$ cat config.mk
export PLATFORM = sky130hd
export DESIGN_NAME = keyed_cfg_port
export DESIGN_NICKNAME = d
export VERILOG_FILES = /design/src/rtl/keyed_cfg_port_pkg.sv /design/src/rtl/cfg_lock_ctl.sv /design/src/rtl/cfg_regbank.sv /design/src/rtl/cfg_map.sv /design/src/rtl/keyed_cfg_port.sv
export SDC_FILE = /design/constraint.sdc
export NUM_CORES = 1
export LEC_CHECK = 0
export ABC_AREA = 1
export ABC_CLOCK_PERIOD_IN_PS = 1700
export BUFFER_PORTS_ARGS = -buffer_cell sky130_fd_sc_hd__buf_4
export CAP_MARGIN = 20
export CORE_MARGIN = 4
export CORE_UTILIZATION = 28
export CTS_CLUSTER_DIAMETER = 80
export CTS_CLUSTER_SIZE = 12
export DETAILED_ROUTE_END_ITERATION = 10
export HOLD_SLACK_MARGIN = 0.06
export SETUP_SLACK_MARGIN = 0.02
export SLEW_MARGIN = 0
export SYNTH_ARGS = -nofsm -noshare
export SYNTH_HDL_FRONTEND = slang
export SYNTH_HIERARCHICAL = 1
export SYNTH_SLANG_ARGS = --single-unit
$ cat constraint.sdc
create_clock -name clk -period 1.7 [get_ports clk]
set_input_delay 0.17 -clock clk [delete_from_list [all_inputs] [get_ports clk]]
set_output_delay 0.17 -clock clk [all_outputs]
set_load 0.005 [all_outputs]
$ cat src/rtl/keyed_cfg_port_pkg.sv
package keyed_cfg_port_pkg;
  localparam int BASE_W = 10;
  localparam logic [7:0] EXIT_BYTE = 8'hAA;

  function automatic logic [BASE_W-1:0] serial_base(input logic [1:0] sel);
    case (sel)
      2'd0:    return 10'h3F8;
      2'd1:    return 10'h2F8;
      2'd2:    return 10'h338;
      default: return 10'h238;
    endcase
  endfunction

  function automatic logic [BASE_W-1:0] lpt_base(input logic [1:0] sel);
    case (sel)
      2'd1:    return 10'h3BC;
      2'd2:    return 10'h378;
      2'd3:    return 10'h278;
      default: return 10'h000;
    endcase
  endfunction

  function automatic logic [7:0] reg_default(input int idx);
    return (idx == 0) ? 8'h11 : 8'h00;
  endfunction
endpackage

$ cat src/rtl/cfg_lock_ctl.sv
module cfg_lock_ctl #(
  parameter logic [7:0] KEY = 8'h55,
  parameter int IDX_W = 4
) (
  input  logic             clk,
  input  logic             rst_n,
  input  logic             idx_wr,
  input  logic [7:0]       wdata,
  output logic             unlocked,
  output logic [IDX_W-1:0] index
);
  import keyed_cfg_port_pkg::*;

  always_ff @(posedge clk) begin
    if (!rst_n) begin
      unlocked <= 1'b0;
      index    <= '0;
    end else if (idx_wr) begin
      if (!unlocked) begin
        if (wdata == KEY) unlocked <= 1'b1;
      end else if (wdata == EXIT_BYTE) begin
        unlocked <= 1'b0;
      end else begin
        index <= wdata[IDX_W-1:0];
      end
    end
  end
endmodule

$ cat src/rtl/cfg_regbank.sv
module cfg_regbank #(
  parameter int NREG = 16,
  parameter int FIRST_RSVD = 11,
  parameter int ID_IDX = 13,
  parameter int REV_IDX = 14,
  parameter logic [7:0] CHIP_ID = 8'h65,
  parameter logic [7:0] REVISION = 8'h01,
  localparam int IDX_W = $clog2(NREG)
) (
  input  logic              clk,
  input  logic              rst_n,
  input  logic              wr_en,
  input  logic [IDX_W-1:0]  index,
  input  logic [7:0]        wdata,
  output logic [7:0]        rd_val,
  output logic [NREG*8-1:0] reg_flat
);
  import keyed_cfg_port_pkg::*;

  logic [7:0] regs [NREG];

  for (genvar i = 0; i < NREG; i++) begin : g_reg
    if (i < FIRST_RSVD) begin : g_rw
      always_ff @(posedge clk) begin
        if (!rst_n) regs[i] <= reg_default(i);
        else if (wr_en && index == IDX_W'(i)) regs[i] <= wdata;
      end
    end else begin : g_rsvd
      assign regs[i] = 8'h00;
    end
    assign reg_flat[i*8 +: 8] = regs[i];
  end

  always_comb begin
    if (index == IDX_W'(ID_IDX))       rd_val = CHIP_ID;
    else if (index == IDX_W'(REV_IDX)) rd_val = REVISION;
    else                               rd_val = regs[index];
  end
endmodule

$ cat src/rtl/cfg_map.sv
module cfg_map
  import keyed_cfg_port_pkg::*;
(
  input  logic              ide_on,
  input  logic              fdc_on,
  input  logic              ide_alt,
  input  logic              fdc_alt,
  input  logic [6:0]        ser_cfg,
  input  logic [1:0]        par_cfg,
  output logic              ide_en,
  output logic [BASE_W-1:0] ide_base,
  output logic              fdc_en,
  output logic [BASE_W-1:0] fdc_base,
  output logic              ser1_en,
  output logic [BASE_W-1:0] ser1_base,
  output logic              ser2_en,
  output logic [BASE_W-1:0] ser2_base,
  output logic              par_en,
  output logic [BASE_W-1:0] par_base
);
  logic unused_gap;
  assign unused_gap = ser_cfg[3];

  assign ide_en    = ide_on;
  assign fdc_en    = fdc_on;
  assign ide_base  = ide_alt ? 10'h170 : 10'h1F0;
  assign fdc_base  = fdc_alt ? 10'h370 : 10'h3F0;
  assign ser1_en   = ser_cfg[2];
  assign ser1_base = serial_base(ser_cfg[1:0]);
  assign ser2_en   = ser_cfg[6];
  assign ser2_base = serial_base(ser_cfg[5:4]);
  assign par_en    = (par_cfg != 2'd0);
  assign par_base  = lpt_base(par_cfg);
endmodule

$ cat src/rtl/keyed_cfg_port.sv
module keyed_cfg_port #(
  parameter int ADDR_W = 10,
  parameter logic [ADDR_W-1:0] INDEX_ADDR = 10'h3F0,
  parameter bit ALT_VARIANT = 1'b0,
  parameter logic [7:0] REVISION = 8'h01,
  parameter int NREG = 16,
  parameter int FIRST_RSVD = 11
) (
  input  logic              clk,
  input  logic              rst_n,
  input  logic [ADDR_W-1:0] io_addr,
  input  logic              io_wr,
  input  logic              io_rd,
  input  logic [7:0]        io_wdata,
  output logic [7:0]        io_rdata,
  output logic              unlocked,
  output logic              ide_en,
  output logic [9:0]        ide_base,
  output logic              fdc_en,
  output logic [9:0]        fdc_base,
  output logic              ser1_en,
  output logic [9:0]        ser1_base,
  output logic              ser2_en,
  output logic [9:0]        ser2_base,
  output logic              par_en,
  output logic [9:0]        par_base
);
  localparam int IDX_W = $clog2(NREG);
  localparam logic [7:0] KEY = ALT_VARIANT ? 8'h44 : 8'h55;
  localparam logic [7:0] CHIP_ID = ALT_VARIANT ? 8'h66 : 8'h65;
  localparam logic [ADDR_W-1:0] DATA_ADDR = INDEX_ADDR + 1'b1;

  logic             hit_idx, hit_dat, idx_wr, dat_wr;
  logic [IDX_W-1:0] index;
  logic [7:0]       rd_val;
  logic [NREG*8-1:0] reg_flat;

  assign hit_idx = (io_addr == INDEX_ADDR);
  assign hit_dat = (io_addr == DATA_ADDR);
  assign idx_wr  = io_wr && hit_idx;
  assign dat_wr  = io_wr && hit_dat && unlocked;

  cfg_lock_ctl #(.KEY(KEY), .IDX_W(IDX_W)) u_lock (
    .clk(clk), .rst_n(rst_n), .idx_wr(idx_wr), .wdata(io_wdata),
    .unlocked(unlocked), .index(index)
  );

  cfg_regbank #(
    .NREG(NREG), .FIRST_RSVD(FIRST_RSVD), .ID_IDX(NREG-3), .REV_IDX(NREG-2),
    .CHIP_ID(CHIP_ID), .REVISION(REVISION)
  ) u_bank (
    .clk(clk), .rst_n(rst_n), .wr_en(dat_wr), .index(index), .wdata(io_wdata),
    .rd_val(rd_val), .reg_flat(reg_flat)
  );

  cfg_map u_map (
    .ide_on(reg_flat[0]), .fdc_on(reg_flat[4]),
    .ide_alt(reg_flat[5*8+1]), .fdc_alt(reg_flat[5*8]),
    .ser_cfg(reg_flat[2*8 +: 7]), .par_cfg(reg_flat[1*8 +: 2]),
    .ide_en(ide_en), .ide_base(ide_base), .fdc_en(fdc_en), .fdc_base(fdc_base),
    .ser1_en(ser1_en), .ser1_base(ser1_base), .ser2_en(ser2_en), .ser2_base(ser2_base),
    .par_en(par_en), .par_base(par_base)
  );

  always_comb begin
    io_rdata = 8'h00;
    if (io_rd && hit_idx)      io_rdata = unlocked ? {{(8-IDX_W){1'b0}}, index} : 8'hFF;
    else if (io_rd && hit_dat) io_rdata = unlocked ? rd_val : 8'hFF;
  end
endmodule

==> reports/results.txt, run 1 <==
crit end category - primary output
cts bufs inserted - 9
CP startpoint kind - flop
Crit Path Category - reg -> out
hold crit path type - in -> reg
clk buf depth - 2
Wirelength per Cell - 14.0 um
CTS Sinks - 93
Leak - 0.00287 uW
Fill cells - 1,861
FF-to-FF End - u_bank/reg_flat[19]
total of max-cap violations - 0
Initial Utilization - 28.7%
first-pass GRT wire length - 23.5 mm
DRT iter0 DRCs - 352
Min Clock Period, post-route - 2060 ps
Placer Congestion - 0.876
violations in the final reports - negative setup slack
DRC viols - 0
CTS tree - built
Critical path origin - u_lock/index[0]
setup slack at placement - -138 ps
Yosys warnings - 6
row count - 48
sequential cell area - 0.00187 mm2
Worst Path Arrival - 1890 ps
die area - 0.0201 mm2
RSZ-0062 raised after global routing - true
antenna violations before repair - 0
detailed-route vias per instance - 4.60
Crit path required time - 1530 ps
H-tree Lvls - 3
status - finished with violations
post-route ant nets - 0
layout cell share with drive strength beyond 1 - 23.0%
pin count of the biggest net entering global routing - 39
Setup crit end - io_rdata[4]
RR Startpoint - u_lock/index[0]
Die X - 142 um
clk slew on worst S/H paths - 70 ps
routed vias - 4,862
first-pass detailed-route iteration total - 4
Setup WS post-layout - -363 ps
Remaining Overflow, GRT - 0
clk_lat worst skew - 340 ps
NumNets Final - 854
All-Layer GR Usage - 14.6%
syn avg cell area - 6.59 um2
Peak Freq - 0.485 GHz
clock skew - 7.82 ps
Synth Cell Area - 0.00500 mm2
clock root buffer - clkbuf_16
WHS - 146 ps
worst r2r path cells - 9
area of the multi-input gates - 0.00268 mm2
crit-path max FO - 7
# hold bufs at CTS - 0
Peak supply drop - 0.000525 V
Tcrit/Tclk final - 121%
Ports - 86
Power Dens Cells - 731 mW/mm2
final hold violation count - 0
FF-to-FF setup slack - -20 ps
IO buf count - 51
Routed WL - 14.8 mm
count of pins over their slew limit - 0
area delta synth->final - 24.3%
Post-DP HPWL - 10.4 mm
final setup vio count - 9
Chip Height - 142 um
Mapped Cells - 759
vias in the first global route - 4,410
Core Region - 0.0174 mm2
# diodes - 0
## routing by layer
| metal | vias up | routed length [um] | track usage, % |
|---|---|---|---|
| met3 | 25 | 1260 | 4.95 |
| met4 | 0 | 316 | 4.24 |
| met1 | 2203 | 6800 | 20.0 |
| met5 | - | 0 | 0 |
| li1 | 2461 | - | - |
| met2 | 173 | 6450 | 21.7 |
## metrics by stage
stage / setup TNS (ps) / power (uW) / utilization, % / instances / cell area (um2)
floorplan: 0 / 2390 / - / 791 / 5120
global placement: -1060 / 2440 / 32.1 / 1026 / 5590
detailed placement: -1020 / 2440 / 32.1 / 1026 / 5590
CTS: -2440 / 4570 / 34.8 / 1050 / 6060
global route: -4860 / 4680 / 35.7 / 1057 / 6220
finish: -2600 / 4540 / 35.7 / 1057 / 6220
## worst min path at each step
stage / cells after the start / slack (ps) / start / end
5_1_grt: 3 / 170 / io_wdata[6] / u_bank/reg_flat[22]
4_1_cts: 3 / 140 / io_wdata[6] / u_bank/reg_flat[22]
3_3_place_gp: 2 / 450 / u_bank/reg_flat[6] / u_bank/reg_flat[6]
2_1_floorplan: 2 / 280 / rst_n / u_lock/unlocked
6_report: 3 / 150 / io_wdata[6] / u_bank/reg_flat[22]
3_5_place_dp: 2 / 450 / u_bank/reg_flat[2] / u_bank/reg_flat[2]
## layout by cell type, fill, tap and decap left out, types with 4 or more instances in the layout
| cell | count |
|---|---|
| nor2_1 | 175 |
| nand2_1 | 156 |
| dfxtp_1 | 91 |
| buf_4 | 89 |
| o21ai_0 | 82 |
| conb_1 | 34 |
| nand3_1 | 32 |
| inv_1 | 29 |
| nand2_2 | 16 |
| inv_2 | 15 |
| a21oi_1 | 15 |
| nor2_4 | 14 |
| buf_6 | 14 |
| clkbuf_16 | 9 |
| nor2_2 | 7 |
| nand4_1 | 7 |
| o2111ai_1 | 6 |
| o21ai_1 | 5 |
| ha_1 | 4 |
## critical path, stage by stage (launching register included)
cell and delay [ps]:
dfxtp_4 390, buf_6 130, nor2_4 230, buf_6 180
nand2_1 60, nand4_1 140, nand2_1 80, nand3_1 70
nor2_1 50, nor2_1 100, buf_4 120
## cell type report
| cell class | count | area share (%) |
|---|---|---|
| clock buffers | 10 | 3.68 |
| clock inverters | 5 | 1.37 |
| inverters | 47 | 3.00 |
| multi-input cells | 571 | 43.2 |
| flip-flops and latches | 93 | 30.1 |
| well taps | 225 | 4.53 |
| repair buffers | 106 | 14.2 |
## power breakdown
group	internal, uW	switching (uW)	total, uW	leakage (uW)
Sequential	2170	0.0000601	2170	0.000750
Combinational	64.0	151	215	0.00197
Clock	1290	864	2150	0.000149
## repair_timing
item,in CTS,in global routing
setup endpoints to repair,28,51
gates cloned,1,0
pin swaps,25,24
gates resized for setup,28,33
setup buffers,8,7
## state kept, by name, indices dropped and copies added, names as in the netlist
signal           flops
u_bank/reg_flat     88
u_lock/unlocked      1
u_lock/index         4
(Power assumes the default switching activity.)
==> run 2, diff against run 1 <==
- CELL_PAD_IN_SITES_DETAIL_PLACEMENT: not set -> 1
- CELL_PAD_IN_SITES_GLOBAL_PLACEMENT: not set -> 1
- PLACE_DENSITY_LB_ADDON: not set -> 0.1
==> reports/results.txt, run 2 (synthesis gave the netlist of run 1 again) <==
Placer Congestion - 0.822 (was 0.876)
area delta synth->final - 27.4% (was 24.3%)
Peak supply drop - 0.000439 V (was 0.000525 V)
hold crit path type - in -> reg (unchanged)
clk_lat worst skew - 350 ps (was 340 ps)
Setup WS post-layout - -372 ps (was -363 ps)
clk buf depth - 2 (unchanged)
Bufs and invs on worst path - 3 (unchanged)
Ports - 86 (unchanged)
first-pass GRT wire length - 27.5 mm (was 23.5 mm)
row count - 48 (unchanged)
routed vias - 4,921 (was 4,862)
Initial Utilization - 28.7% (unchanged)
final setup vio count - 8 (was 9)
vias in the first global route - 5,040 (was 4,410)
final hold violation count - 0 (unchanged)
critical path's most frequent cell - nand2_1
violations in the final reports - negative setup slack (unchanged)
CP startpoint kind - flop (unchanged)
die area - 0.0201 mm2 (unchanged)
commonest non-fill, non-tap cell in the layout - nor2_1 (unchanged)
layout cell share with drive strength beyond 1 - 26.0% (was 23.0%)
Wirelength per Cell - 16.6 um (was 14.0 um)
total of max-cap violations - 0 (unchanged)
crit-path max FO - 5 (was 7)
cell breakdown of the critical path - buf_4, buf_16, nand3_1, nand2_1, o21ai_2, nand3_2, o2111ai_2, nand2_1, buf_6 (was buf_6, nor2_4, buf_6, nand2_1, nand4_1, nand2_1, nand3_1, nor2_1, nor2_1, buf_4)
setup TNS - -2580 ps (was -2600 ps)
Crit path required time - 1530 ps (about the same)
sequential power share - 48.6% (was 47.9%)
Chip Height - 142 um (unchanged)
Worst Path Arrival - 1900 ps (was 1890 ps)
switching share of power - 23.8% (was 22.3%)
detailed-route vias per instance - 4.63 (was 4.60)
status - finished with violations (unchanged)
NumNets Final - 858 (was 854)
non-filler cells, final - 1,062 (was 1,057)
first-pass detailed-route iteration total - 4 (unchanged)
Crit Path Category - reg -> out (unchanged)
All-Layer GR Usage - 17.8% (was 14.6%)
Routed WL - 17.7 mm (was 14.8 mm)
Post-DP HPWL - 12.4 mm (was 10.4 mm)
Peak Freq - 0.483 GHz (was 0.485 GHz)
post-route ant nets - 0 (unchanged)
Leak - 0.00294 uW (was 0.00287 uW)
Core Util, Final - 36.6% (was 35.7%)
H-tree Lvls - 3 (unchanged)
clock root buffer - clkbuf_16 (unchanged)
# diodes - 0 (unchanged)
CTS Sinks - 93 (unchanged)
CTS tree - built (unchanged)
Power Dens Cells - 702 mW/mm2 (was 731 mW/mm2)
Core Region - 0.0174 mm2 (unchanged)
most frequent cells in the layout - nor2_1 (173), nand2_1 (143), dfxtp_1 (91) (was nor2_1 (175), nand2_1 (156), dfxtp_1 (91))
Top Family by Delay on Critical Path - buffers and inverters (was simple AND/OR/NAND/NOR gates)
count of pins over their slew limit - 0 (unchanged)
Design Area, Final - 0.00637 mm2 (was 0.00622 mm2)
RSZ-0062 raised after global routing - true (unchanged)
Combinational Power Share - 4.8% (was 4.7%)
max incr delay on CP - 370 ps (was 390 ps)
clock skew - 8.23 ps (was 7.82 ps)
# hold bufs at CTS - 0 (unchanged)
crit end category - primary output (unchanged)
Tcrit/Tclk final - 122% (was 121%)
pin count of the biggest net entering global routing - 41 (was 39)
Cells after DPL - 1,022 (was 1,026)
slowest cell on the critical path - dfxtp_4 (unchanged)
Pint - 3410 uW (was 3530 uW)
cts bufs inserted - 9 (unchanged)
Remaining Overflow, GRT - 0 (unchanged)
Psw - 1060 uW (was 1010 uW)
DP Area - 0.00559 mm2 (about the same)
DRT iter0 DRCs - 177 (was 352)
clk slew on worst S/H paths - 70 ps (about the same)
Clock Power Share - 46.6% (was 47.4%)
Die X - 142 um (unchanged)
max reg flops - 88 (unchanged)
Min Clock Period, post-route - 2070 ps (was 2060 ps)
antenna violations before repair - 0 (unchanged)
IO buf count - 51 (unchanged)
DRC viols - 0 (unchanged)
==> run 2: area by class of cell <==
cell class                      count  area (um2)
Fill cell                        2208       11000
Multi-Input combinational cell    571        2740
Sequential cell                    93        1870
Timing Repair Buffer              110         990
Tap cell                          225         282
Clock buffer                       10         239
Inverter                           47         188
Clock inverter                      6        62.6
==> run 2: timing repair <==
item,4_1_cts,5_1_grt
pin swaps,18,17
buffers inserted,8,15
setup endpoints to repair,36,66
resized for setup,46,41
gates cloned,1,0
==> run 2: routing by layer <==
metal	share of wire [%]	GRT usage, %
met4	2.8	6.87
met5	0	0
met1	45	22.7
met3	3.2	2.70
met2	49	30.2
==> run 2: final timing paths <==
check,slack (ps),depth (start not counted),to,start
worst max-delay path,-370,9,io_rdata[1],u_lock/index[0]
worst min-delay path,180,2,u_bank/reg_flat[4],rst_n
worst max register to register,20,9,u_bank/reg_flat[34],u_lock/index[0]
worst min register to register,470,2,u_bank/reg_flat[2],u_bank/reg_flat[2]
==> run 2: power by group through the flow <==
stage | clock network, uW | registers [uW] | logic, uW
3_3_place_gp | 0 | 2230 | 212
5_1_grt | 2240 | 2170 | 238
4_1_cts | 2150 | 2170 | 215
6_report | 2080 | 2170 | 215
3_5_place_dp | 0 | 2230 | 214
2_1_floorplan | 0 | 2230 | 158
==> run 2: metrics by stage <==
step	hold WS [ps]	worst slack (ps)	total power [uW]
finish	183	-372	4470
global route	192	-470	4650
CTS	176	-397	4540
detailed placement	445	-140	2440
global placement	434	-102	2440
floorplan	279	25.5	2390
==> run 3, diff against run 2 <==
--- a/config.mk
+++ b/config.mk
@@ -15,2 +15,3 @@
 export CORE_UTILIZATION = 28
+export CTS_BUF_LIST = sky130_fd_sc_hd__clkbuf_8
 export CTS_CLUSTER_DIAMETER = 80
--- a/constraint.sdc
+++ b/constraint.sdc
@@ -3,2 +3,2 @@
 set_output_delay 0.17 -clock clk [all_outputs]
-set_load 0.005 [all_outputs]
+set_load 0.02 [all_outputs]
==> reports/results.txt, run 3 (synthesis gave the netlist of run 1 again) <==
clk slew on worst S/H paths - 100 ps (was 70 ps)
Ports - 86 (unchanged)
H-tree Lvls - 3 (unchanged)
layout cell share with drive strength beyond 1 - 24.6% (was 26.0%)
Core Region - 0.0174 mm2 (unchanged)
Die X - 142 um (unchanged)
max reg flops - 88 (unchanged)
Crit path required time - 1530 ps (about the same)
CP startpoint kind - flop (unchanged)
slowest cell on the critical path - dfxtp_4 (unchanged)
first-pass detailed-route iteration total - 4 (unchanged)
total of max-cap violations - 0 (unchanged)
final hold violation count - 0 (unchanged)
setup TNS - -3030 ps (was -2580 ps)
row count - 48 (unchanged)
Peak Freq - 0.465 GHz (was 0.483 GHz)
antenna violations before repair - 0 (unchanged)
DRT iter0 DRCs - 205 (was 177)
vias in the first global route - 5,058 (was 5,040)
violations in the final reports - negative setup slack (unchanged)
CTS Sinks - 93 (unchanged)
clock skew - 13.8 ps (was 8.23 ps)
setup slack at placement - -229 ps (was -140 ps)
# hold bufs at CTS - 0 (unchanged)
DRC viols - 0 (unchanged)
Wirelength per Cell - 16.9 um (was 16.6 um)
pin count of the biggest net entering global routing - 45 (was 41)
commonest non-fill, non-tap cell in the layout - nor2_1 (unchanged)
most frequent cells in the layout - nor2_1 (166), nand2_1 (162), dfxtp_1 (88) (was nor2_1 (173), nand2_1 (143), dfxtp_1 (91))
Min Clock Period, post-route - 2150 ps (was 2070 ps)
NumNets Final - 855 (was 858)
Setup WS post-layout - -449 ps (was -372 ps)
detailed-route vias per instance - 4.61 (was 4.63)
post-route ant nets - 0 (unchanged)
All-Layer GR Usage - 18.0% (was 17.8%)
Placer Congestion - 0.864 (was 0.822)
die area - 0.0201 mm2 (unchanged)
hold crit path type - in -> reg (unchanged)
first-pass GRT wire length - 27.8 mm (was 27.5 mm)
routed vias - 4,878 (was 4,921)
area delta synth->final - 25.9% (was 27.4%)
cts bufs inserted - 9 (unchanged)
clk_lat worst skew - 390 ps (was 350 ps)
# diodes - 0 (unchanged)
status - finished with violations (unchanged)
clk buf depth - 2 (unchanged)
RSZ-0062 raised after global routing - true (unchanged)
clock root buffer - clkbuf_8 (was clkbuf_16)
count of pins over their slew limit - 0 (unchanged)
Post-DP HPWL - 12.8 mm (was 12.4 mm)
Power Dens Cells - 678 mW/mm2 (was 702 mW/mm2)
Leak - 0.00286 uW (was 0.00294 uW)
final setup vio count - 8 (unchanged)
Worst Path Arrival - 1980 ps (was 1900 ps)
Chip Height - 142 um (unchanged)
Routed WL - 17.9 mm (was 17.7 mm)
Tcrit/Tclk final - 126% (was 122%)
max incr delay on CP - 420 ps (was 370 ps)
Peak supply drop - 0.000352 V (was 0.000439 V)
Remaining Overflow, GRT - 0 (unchanged)
Crit Path Category - reg -> out (unchanged)
crit-path max FO - 5 (unchanged)
IO buf count - 51 (unchanged)
crit end category - primary output (unchanged)
CTS tree - built (unchanged)
cell breakdown of the critical path - inv_4, nor2_4, buf_6, nand2_1, nand4_1, nand2_1, nand3_1, nor2_1, nor2_1, buf_4 (was buf_4, buf_16, nand3_1, nand2_1, o21ai_2, nand3_2, o2111ai_2, nand2_1, buf_6)
Initial Utilization - 28.7% (unchanged)
run 3: report_power, final:
| part | switching, uW | leakage [uW] | internal [uW] |
|---|---|---|---|
| Combinational | 211 | 0.00199 | 61.3 |
| Clock | 862 | 0.000123 | 958 |
| Sequential | 0.0000677 | 0.000752 | 2170 |
| Total | 1070 | 0.00286 | 3190 |
run 3: through the flow:
step,total power (uW),utilization [%],hold WS [ps],std cells,instance area [um2]
after floorplan,2440,-,272,791,5130
after global placement,2490,32.3,437,1028,5630
after detailed placement,2490,32.3,443,1028,5630
after CTS,4330,34.8,92.4,1054,6060
after global routing,4450,36.1,105,1059,6290
final,4260,36.1,119,1059,6290
run 3: final cells by class:
type | count | area, um2
Fill cell | 2227 | 11100
Multi-Input combinational cell | 571 | 2730
Timing Repair Buffer | 107 | 976
Clock buffer | 12 | 165
Tap cell | 225 | 282
Sequential cell | 93 | 1870
Clock inverter | 4 | 77.6
Inverter | 47 | 194
run 3: metal layers:
layer | up-vias | track usage (%) | wire length (um)
li1 | 2455 | - | -
met1 | 2311 | 22.8 | 8040
met2 | 84 | 30.3 | 8680
met3 | 28 | 3.00 | 597
met4 | 0 | 7.47 | 555
met5 | - | 0 | 0
run 3: path summary, 6_finish.rpt:
path | depth (start not counted) | endpoint | slack, ps | start
max | 10 | io_rdata[4] | -450 | u_lock/index[0]
min | 2 | u_bank/reg_flat[4] | 120 | rst_n
max reg2reg | 9 | u_bank/reg_flat[15] | 50 | u_lock/index[0]
min reg2reg | 2 | u_bank/reg_flat[2] | 460 | u_bank/reg_flat[2]
run 3: what timing repair did:
item / CTS / global route
endpoints found under the setup margin: 56 / 80
setup buffers: 10 / 7
pin swaps: 11 / 28
resized for setup: 28 / 61
run 3: critical path, delay by kind of cell (launching register included):
kind          cells  cell delay (ps)
simple gates      7              770
flops             1              420
buf+inv           3              400
